--- src/rtl/mrf_pkg.sv ---
package mrf_pkg;

  localparam int PSR_W = 32;

  localparam logic [4:0] MODE_USR = 5'h10;
  localparam logic [4:0] MODE_FIQ = 5'h11;
  localparam logic [4:0] MODE_IRQ = 5'h12;
  localparam logic [4:0] MODE_SVC = 5'h13;
  localparam logic [4:0] MODE_ABT = 5'h17;
  localparam logic [4:0] MODE_UND = 5'h1B;
  localparam logic [4:0] MODE_SYS = 5'h1F;

  // Status bits that exist: flags [31:28], masks [7:6], mode [4:0]
  localparam logic [PSR_W-1:0] PSR_KEEP  = 32'hF00000DF;
  localparam logic [PSR_W-1:0] PSR_RESET = 32'h000000D3;

  typedef enum logic [2:0] {
    BK_USR = 3'd0,  // user and system share this bank
    BK_FIQ = 3'd1,
    BK_IRQ = 3'd2,
    BK_SVC = 3'd3,
    BK_ABT = 3'd4,
    BK_UND = 3'd5,
    BK_BAD = 3'd7
  } bank_e;

  function automatic bank_e bank_of(input logic [4:0] mode);
    case (mode)
      MODE_USR, MODE_SYS: return BK_USR;
      MODE_FIQ:           return BK_FIQ;
      MODE_IRQ:           return BK_IRQ;
      MODE_SVC:           return BK_SVC;
      MODE_ABT:           return BK_ABT;
      MODE_UND:           return BK_UND;
      default:            return BK_BAD;
    endcase
  endfunction

  function automatic logic has_saved(input bank_e b);
    return (b == BK_FIQ) || (b == BK_IRQ) || (b == BK_SVC) ||
           (b == BK_ABT) || (b == BK_UND);
  endfunction

endpackage

--- src/rtl/mrf_bank_map.sv ---
module mrf_bank_map
  import mrf_pkg::*;
#(
  parameter int NARCH  = 16,
  parameter int FIQ_LO = 8,
  parameter int SP_IDX = 13,
  parameter int PW     = 5,
  localparam int AW    = $clog2(NARCH)
) (
  input  bank_e          bank,
  input  logic [AW-1:0]  arch,
  output logic [PW-1:0]  phys
);
  localparam int FIQ_BASE  = NARCH;
  localparam int FIQ_CNT   = NARCH - 1 - FIQ_LO;
  localparam int PAIR_BASE = FIQ_BASE + FIQ_CNT;
  localparam int PAIR_CNT  = NARCH - 1 - SP_IDX;

  always_comb begin
    int a;
    a    = int'(arch);
    phys = PW'(a);
    if (a != NARCH - 1) begin
      if (bank == BK_FIQ && a >= FIQ_LO)
        phys = PW'(FIQ_BASE + a - FIQ_LO);
      else if (bank >= BK_IRQ && bank <= BK_UND && a >= SP_IDX)
        phys = PW'(PAIR_BASE + PAIR_CNT * (int'(bank) - int'(BK_IRQ)) + a - SP_IDX);
    end
  end
endmodule

--- src/rtl/mrf_storage.sv ---
module mrf_storage #(
  parameter int XLEN  = 32,
  parameter int DEPTH = 31,
  parameter int PW    = 5
) (
  input  logic            clk,
  input  logic            rst,
  input  logic            we,
  input  logic [PW-1:0]   waddr,
  input  logic [XLEN-1:0] wdata,
  input  logic [PW-1:0]   ra_addr,
  input  logic [PW-1:0]   rb_addr,
  output logic [XLEN-1:0] ra_q,
  output logic [XLEN-1:0] rb_q
);
  logic [XLEN-1:0] mem [DEPTH];

  // Read-first: reads sample the array before this edge's write lands
  always_ff @(posedge clk) begin
    if (rst) begin
      for (int i = 0; i < DEPTH; i++) mem[i] <= '0;
      ra_q <= '0;
      rb_q <= '0;
    end else begin
      if (we) mem[waddr] <= wdata;
      ra_q <= mem[ra_addr];
      rb_q <= mem[rb_addr];
    end
  end
endmodule

--- src/rtl/mrf_status.sv ---
module mrf_status
  import mrf_pkg::*;
#(
  parameter int NSAVED = 5
) (
  input  logic             clk,
  input  logic             rst,
  input  logic             psr_we,
  input  logic [PSR_W-1:0] psr_wdata,
  input  logic             spsr_we,
  input  logic [PSR_W-1:0] spsr_wdata,
  input  logic             exc_take,
  input  logic [4:0]       exc_mode,
  input  logic             exc_ret,
  output logic [PSR_W-1:0] cpsr_q,
  output logic [PSR_W-1:0] saved_out,
  output bank_e            cur_bank
);
  logic [PSR_W-1:0] spsr_q [NSAVED];
  logic [PSR_W-1:0] cpsr_d;
  bank_e            tgt_bank;
  logic [2:0]       cur_slot, tgt_slot;
  logic             exc_ok, ret_ok, user_mode;

  always_comb begin
    cur_bank  = bank_of(cpsr_q[4:0]);
    tgt_bank  = bank_of(exc_mode);
    cur_slot  = 3'(cur_bank) - 3'd1;
    tgt_slot  = 3'(tgt_bank) - 3'd1;
    user_mode = (cpsr_q[4:0] == MODE_USR);
    saved_out = has_saved(cur_bank) ? spsr_q[cur_slot] : '0;
    exc_ok    = exc_take && has_saved(tgt_bank);
    ret_ok    = exc_ret && has_saved(cur_bank) && !exc_ok &&
                (bank_of(saved_out[4:0]) != BK_BAD);

    cpsr_d = cpsr_q;
    if (exc_ok) begin
      cpsr_d[4:0] = exc_mode;
    end else if (ret_ok) begin
      cpsr_d = saved_out;
    end else if (psr_we) begin
      cpsr_d[31:28] = psr_wdata[31:28];
      if (!user_mode && bank_of(psr_wdata[4:0]) != BK_BAD)
        cpsr_d[7:0] = psr_wdata[7:0] & PSR_KEEP[7:0];
    end
  end

  always_ff @(posedge clk) begin
    if (rst) begin
      cpsr_q <= PSR_RESET;
      for (int i = 0; i < NSAVED; i++) spsr_q[i] <= '0;
    end else begin
      cpsr_q <= cpsr_d;
      if (exc_ok)
        spsr_q[tgt_slot] <= cpsr_q;
      else if (spsr_we && has_saved(cur_bank))
        spsr_q[cur_slot] <= spsr_wdata & PSR_KEEP;
    end
  end

  a_r2_mode_legal: assert property (@(posedge clk) disable iff (rst)
    bank_of(cpsr_q[4:0]) != BK_BAD);

  a_r4_user_ctl_locked: assert property (@(posedge clk) disable iff (rst)
    (user_mode && !exc_take) |=> (cpsr_q[7:0] == $past(cpsr_q[7:0])));

  a_r9_entry_mode: assert property (@(posedge clk) disable iff (rst)
    exc_ok |=> (cpsr_q[4:0] == $past(exc_mode)));

  a_r9_entry_saved: assert property (@(posedge clk) disable iff (rst)
    exc_ok |=> (saved_out == $past(cpsr_q)));

  a_r11_no_saved_unbanked: assert property (@(posedge clk) disable iff (rst)
    (cur_bank == BK_USR) |-> (saved_out == '0));

endmodule

--- src/rtl/mode_banked_regfile.sv ---
module mode_banked_regfile
  import mrf_pkg::*;
#(
  parameter int XLEN   = 32,
  parameter int NARCH  = 16,
  parameter int FIQ_LO = 8,
  parameter int SP_IDX = 13,
  parameter int NPAIRS = 4,
  localparam int AW    = $clog2(NARCH),
  localparam int DEPTH = NARCH + (NARCH - 1 - FIQ_LO) + NPAIRS * (NARCH - 1 - SP_IDX),
  localparam int PW    = $clog2(DEPTH)
) (
  input  logic            clk,
  input  logic            rst,
  input  logic [AW-1:0]   rd_a_idx,
  output logic [XLEN-1:0] rd_a_data,
  input  logic [AW-1:0]   rd_b_idx,
  output logic [XLEN-1:0] rd_b_data,
  input  logic            wr_en,
  input  logic [AW-1:0]   wr_idx,
  input  logic [XLEN-1:0] wr_data,
  input  logic            psr_we,
  input  logic [31:0]     psr_wdata,
  input  logic            spsr_we,
  input  logic [31:0]     spsr_wdata,
  input  logic            exc_take,
  input  logic [4:0]      exc_mode,
  input  logic            exc_ret,
  output logic [31:0]     status_q,
  output logic [31:0]     saved_status,
  output logic            priv
);
  localparam int NPORT = 3;  // read A, read B, write

  bank_e         cur_bank;
  logic [AW-1:0] arch_sel [NPORT];
  logic [PW-1:0] phys_sel [NPORT];

  assign arch_sel[0] = rd_a_idx;
  assign arch_sel[1] = rd_b_idx;
  assign arch_sel[2] = wr_idx;

  for (genvar g = 0; g < NPORT; g++) begin : g_map
    mrf_bank_map #(
      .NARCH(NARCH), .FIQ_LO(FIQ_LO), .SP_IDX(SP_IDX), .PW(PW)
    ) u_map (
      .bank(cur_bank),
      .arch(arch_sel[g]),
      .phys(phys_sel[g])
    );
  end

  mrf_storage #(.XLEN(XLEN), .DEPTH(DEPTH), .PW(PW)) u_store (
    .clk    (clk),
    .rst    (rst),
    .we     (wr_en),
    .waddr  (phys_sel[2]),
    .wdata  (wr_data),
    .ra_addr(phys_sel[0]),
    .rb_addr(phys_sel[1]),
    .ra_q   (rd_a_data),
    .rb_q   (rd_b_data)
  );

  mrf_status #(.NSAVED(NPAIRS + 1)) u_status (
    .clk       (clk),
    .rst       (rst),
    .psr_we    (psr_we),
    .psr_wdata (psr_wdata),
    .spsr_we   (spsr_we),
    .spsr_wdata(spsr_wdata),
    .exc_take  (exc_take),
    .exc_mode  (exc_mode),
    .exc_ret   (exc_ret),
    .cpsr_q    (status_q),
    .saved_out (saved_status),
    .cur_bank  (cur_bank)
  );

  assign priv = (status_q[4:0] != MODE_USR);

  a_r2_priv_tracks_mode: assert property (@(posedge clk) disable iff (rst)
    (status_q[4:0] == MODE_SYS) |-> priv);

endmodule

--- config.mk ---
export PLATFORM = sky130hd
export DESIGN_NAME = mode_banked_regfile
export DESIGN_NICKNAME = d
export VERILOG_FILES = /design/src/rtl/mrf_pkg.sv /design/src/rtl/mrf_bank_map.sv /design/src/rtl/mrf_storage.sv /design/src/rtl/mrf_status.sv /design/src/rtl/mode_banked_regfile.sv
export SDC_FILE = /design/constraint.sdc
export NUM_CORES = 2
export LEC_CHECK = 0
export ABC_CLOCK_PERIOD_IN_PS = 16000
export BUFFER_PORTS_ARGS = -buffer_cell sky130_fd_sc_hd__clkbuf_2
export CAP_MARGIN = 10
export CORE_ASPECT_RATIO = 0.75
export CORE_MARGIN = 1.5
export CORE_UTILIZATION = 55
export DETAILED_ROUTE_END_ITERATION = 8
export PLACE_DENSITY = 0.82
export REMOVE_ABC_BUFFERS = 1
export SYNTH_ARGS = -nofsm -noshare
export SYNTH_HDL_FRONTEND = slang
export SYNTH_HIERARCHICAL = 1
export SYNTH_SLANG_ARGS = --single-unit
export TNS_END_PERCENT = 20
--- constraint.sdc ---
create_clock -name clk -period 16 [get_ports clk]
set_input_delay 3.2 -clock clk [delete_from_list [all_inputs] [get_ports clk]]
set_output_delay 3.2 -clock clk [all_outputs]
set_load 0.005 [all_outputs]
==> impl_metrics.env <==
export IMPL_final_net_count=4793
export IMPL_synth_async_reset_ratio=0
export IMPL_remaining_drc_errors=0
export IMPL_peakVddDrop_v=0.000147
export IMPL_clkSlewWorstSetupHoldPaths_ps=70
export IMPL_dr_total_vias=44700
export IMPL_placed_cell_area_um2=71400
export IMPL_netlist_top_cells_area="sky130_fd_sc_hd__edfxtp_1, sky130_fd_sc_hd__mux4_2, sky130_fd_sc_hd__and2_1, sky130_fd_sc_hd__mux2i_1, sky130_fd_sc_hd__dfxtp_1"
export IMPL_groute_usage_overall=0.329
export IMPL_finalHoldViolCount=0
export IMPL_die_width_um=413
export IMPL_crit_fanout=32
export IMPL_power_frac_seq=0.412
export IMPL_p_int_mw=7.15
export IMPL_postSynthCellCount=4620
export IMPL_net_switching_power_mw=3.35
export IMPL_dieArea_um2=128000
export IMPL_cts_inserted_buffers=136
export IMPL_crit_arrival_ps=5020
export IMPL_fin_skew_ps=36.5
export IMPL_ys_dominant_reg_cell="sky130_fd_sc_hd__edfxtp_1"
export IMPL_worst_slew_pin_transition_ps=1390
export IMPL_hold_buffers=0
export IMPL_outcome="completed"
export IMPL_yosysTopAreaCell="sky130_fd_sc_hd__edfxtp_1"
export IMPL_p_leak_nw=28.0
export IMPL_synth_seq_area_share=0.583
export IMPL_finish_utilization=0.610
export IMPL_synth_edff_count=1280
export IMPL_synth_lib_cells_used_distinct=67
export IMPL_critPathRequiredTime_ps=12800
export IMPL_maxCapViolations=0
export IMPL_relSlewSlack=0.0720
export IMPL_clock_tree_htree_level_count=4
export IMPL_detailedRoute_firstPassIterationCount=7
export IMPL_floorplan_rows=112
export IMPL_avgSynthCellArea_um2=15.0
export IMPL_yosys_area_share_simple=0.122
export IMPL_clk_path_buf_depth=3
export IMPL_layout_min_cycle_time_ps=8220
export IMPL_cts_resized=0
export IMPL_finalSetupViolations=0
export IMPL_sw_frac_of_total=0.319
export IMPL_areaGrowthSynthToFinish_pct=9.81
export IMPL_synth_area_mux_share=0.209
export IMPL_final_area_um2=76000
export IMPL_finalWeightedCongestion=0.882
export IMPL_cts_root_buf="sky130_fd_sc_hd__clkbuf_16"
export IMPL_timing_worst_setup_path_type="flip-flop to output port"
export IMPL_rsz0062_at_grt="no"
export IMPL_dr_vias_cell=6.95
export IMPL_synthesized_area_fraction_occupied_by_xor_and_xnor_cells=0.000506
export IMPL_initial_core_utilization=0.555
export IMPL_netlist_area_leader_share=0.555
export IMPL_yosys_warning_count=6
export IMPL_grt_start_max_net_pins=120
export IMPL_cts_setup_buffers=0
export IMPL_report_final_slew_viol_count=0
export IMPL_combinational_family_with_the_most_area_after_synthesis="multiplexers"
export IMPL_post_synth_fa_ha_maj_area_fraction=0.00571
export IMPL_cts_tree="done"
export IMPL_ant_nets=0
export IMPL_clockPowerShare=0.313
export IMPL_worst_r2r_cell_count=16
export IMPL_initial_drc_count=7416
export IMPL_tritoncts_num_sinks=1376
export IMPL_ys_seq_elements=1376
export IMPL_timing_fmax_mhz=122
export IMPL_post_detailed_route_wirelength_per_cell_um=32.7
export IMPL_grt_first_pass_wirelength_mm=299
export IMPL_final_hold_worst_slack_ps=531
export IMPL_synthesis_area_um2=69200
export IMPL_worst_skew_pair_late_latency_ps=790
export IMPL_design_core_area_um2=125000
export IMPL_critical_path_startpoint_type="flip-flop"
export IMPL_holdPathStages=2
export IMPL_share_of_final_layout_standard_cells_stronger_than_drive_strength_1=0.243
export IMPL_total_wire_length_mm=210
export IMPL_grt_remaining_overflow=0
export IMPL_power_combinational_fraction=0.275
export IMPL_antenna_found_initial=22
export IMPL_timing_critical_path_to_type="output port"
export IMPL_top_count_cell_post_synth="sky130_fd_sc_hd__edfxtp_1"
export IMPL_place_hpwl_mm=120
export IMPL_post_synth_most_frequent_cells="sky130_fd_sc_hd__edfxtp_1, sky130_fd_sc_hd__and2_1, sky130_fd_sc_hd__mux4_2"
export IMPL_fp_dieH_um=310
export IMPL_cellPowerDensity_nw_per_um2=138
export IMPL_total_of_buffers_placed_on_input_and_output_ports=206
export IMPL_worstHoldPathType="flip-flop to flip-flop"
export IMPL_boundaryPins=249
export IMPL_synth_compound_area_frac=0.0425
export IMPL_first_global_vias=44300
export IMPL_final_period_utilization=0.514
==> metrics by stage <==
step	setup slack (ps)	power, mW	setup TNS [ps]	std cells
global route	7550	10.8	0	6415
detailed placement	7900	7.17	0	6160
finish	7780	10.5	0	6427
floorplan	-11390	6.50	-704770	4171
CTS	7800	10.4	0	6405
global placement	7930	7.10	0	6160
==> state kept, by name, indices dropped and copies added (netlist names) <==
signal           cells
u_store/mem       1024
u_status/cpsr_q     32
u_status/spsr_q    256
u_store/ra_q        32
u_store/rb_q        32
==> power by group through the flow <==
| stage | logic [mW] | clock network, mW | registers (mW) |
|---|---|---|---|
| floorplan | 2.14 | 0 | 4.37 |
| global placement | 2.73 | 0 | 4.38 |
| detailed placement | 2.78 | 0 | 4.40 |
| CTS | 2.80 | 3.30 | 4.32 |
| global route | 2.99 | 3.43 | 4.35 |
| finish | 2.89 | 3.29 | 4.32 |
==> cells in the final DEF, fill, tap and decap left out, drive strengths merged, types with 33 or more instances in the layout <==
cell type	count
a221o	66
a31oi	64
mux4	508
mux2i	296
a21oi	36
or2	33
clkinv	35
edfxtp	1280
nand2	152
inv	78
buf	133
and2	996
nor2	245
o21ai	55
dfxtp	96
a22oi	64
clkbuf	393
a221oi	47
==> metal layers <==
| metal | track usage | vias up | share of wire |
|---|---|---|---|
| li1 | - | 17700 | - |
| met2 | 0.474 | 4106 | 0.43 |
| met4 | 0.134 | 10 | 0.043 |
| met5 | 0.00375 | - | 0.00050 |
| met3 | 0.133 | 689 | 0.18 |
| met1 | 0.444 | 22200 | 0.34 |
==> kinds of logic after synthesis <==
group	count (synthesis)
buf+inv	519
compound gates	389
mux	806
xor+xnor	4
simple gates	1498
flops	1376
fa+ha+maj	28
==> worst paths after layout <==
kind	from	endpoint	slack (ps)
hold / removal	u_status/cpsr_q[29]	u_status/cpsr_q[29]	530
hold reg to reg	u_status/cpsr_q[29]	u_status/cpsr_q[29]	530
setup reg to reg	u_status/cpsr_q[2]	u_store/rb_q[14]	9280
setup / recovery	u_status/cpsr_q[0]	saved_status[4]	7780
==> layout make-up <==
class | instances | area, um^2
inverter | 70 | 268
timing repair buffer | 336 | 2060
fill | 8739 | 48600
multi-input combinational | 2725 | 26700
clock inverter | 55 | 662
tap | 1653 | 2070
antenna | 22 | 55.1
sequential | 1376 | 40400
clock buffer | 190 | 3850
==> critical path, cell delays in order (launching register included) <==
cell and delay, ps:
sky130_fd_sc_hd__dfxtp_1 450, sky130_fd_sc_hd__and4_1 360, sky130_fd_sc_hd__nor2_8 660, sky130_fd_sc_hd__inv_1 350, sky130_fd_sc_hd__ha_1 290, sky130_fd_sc_hd__ha_1 460, sky130_fd_sc_hd__buf_4 330, sky130_fd_sc_hd__inv_1 130
sky130_fd_sc_hd__buf_4 420, sky130_fd_sc_hd__mux2i_1 520, sky130_fd_sc_hd__nor2_1 80, sky130_fd_sc_hd__clkbuf_2 120
(Power assumes the default switching activity.)
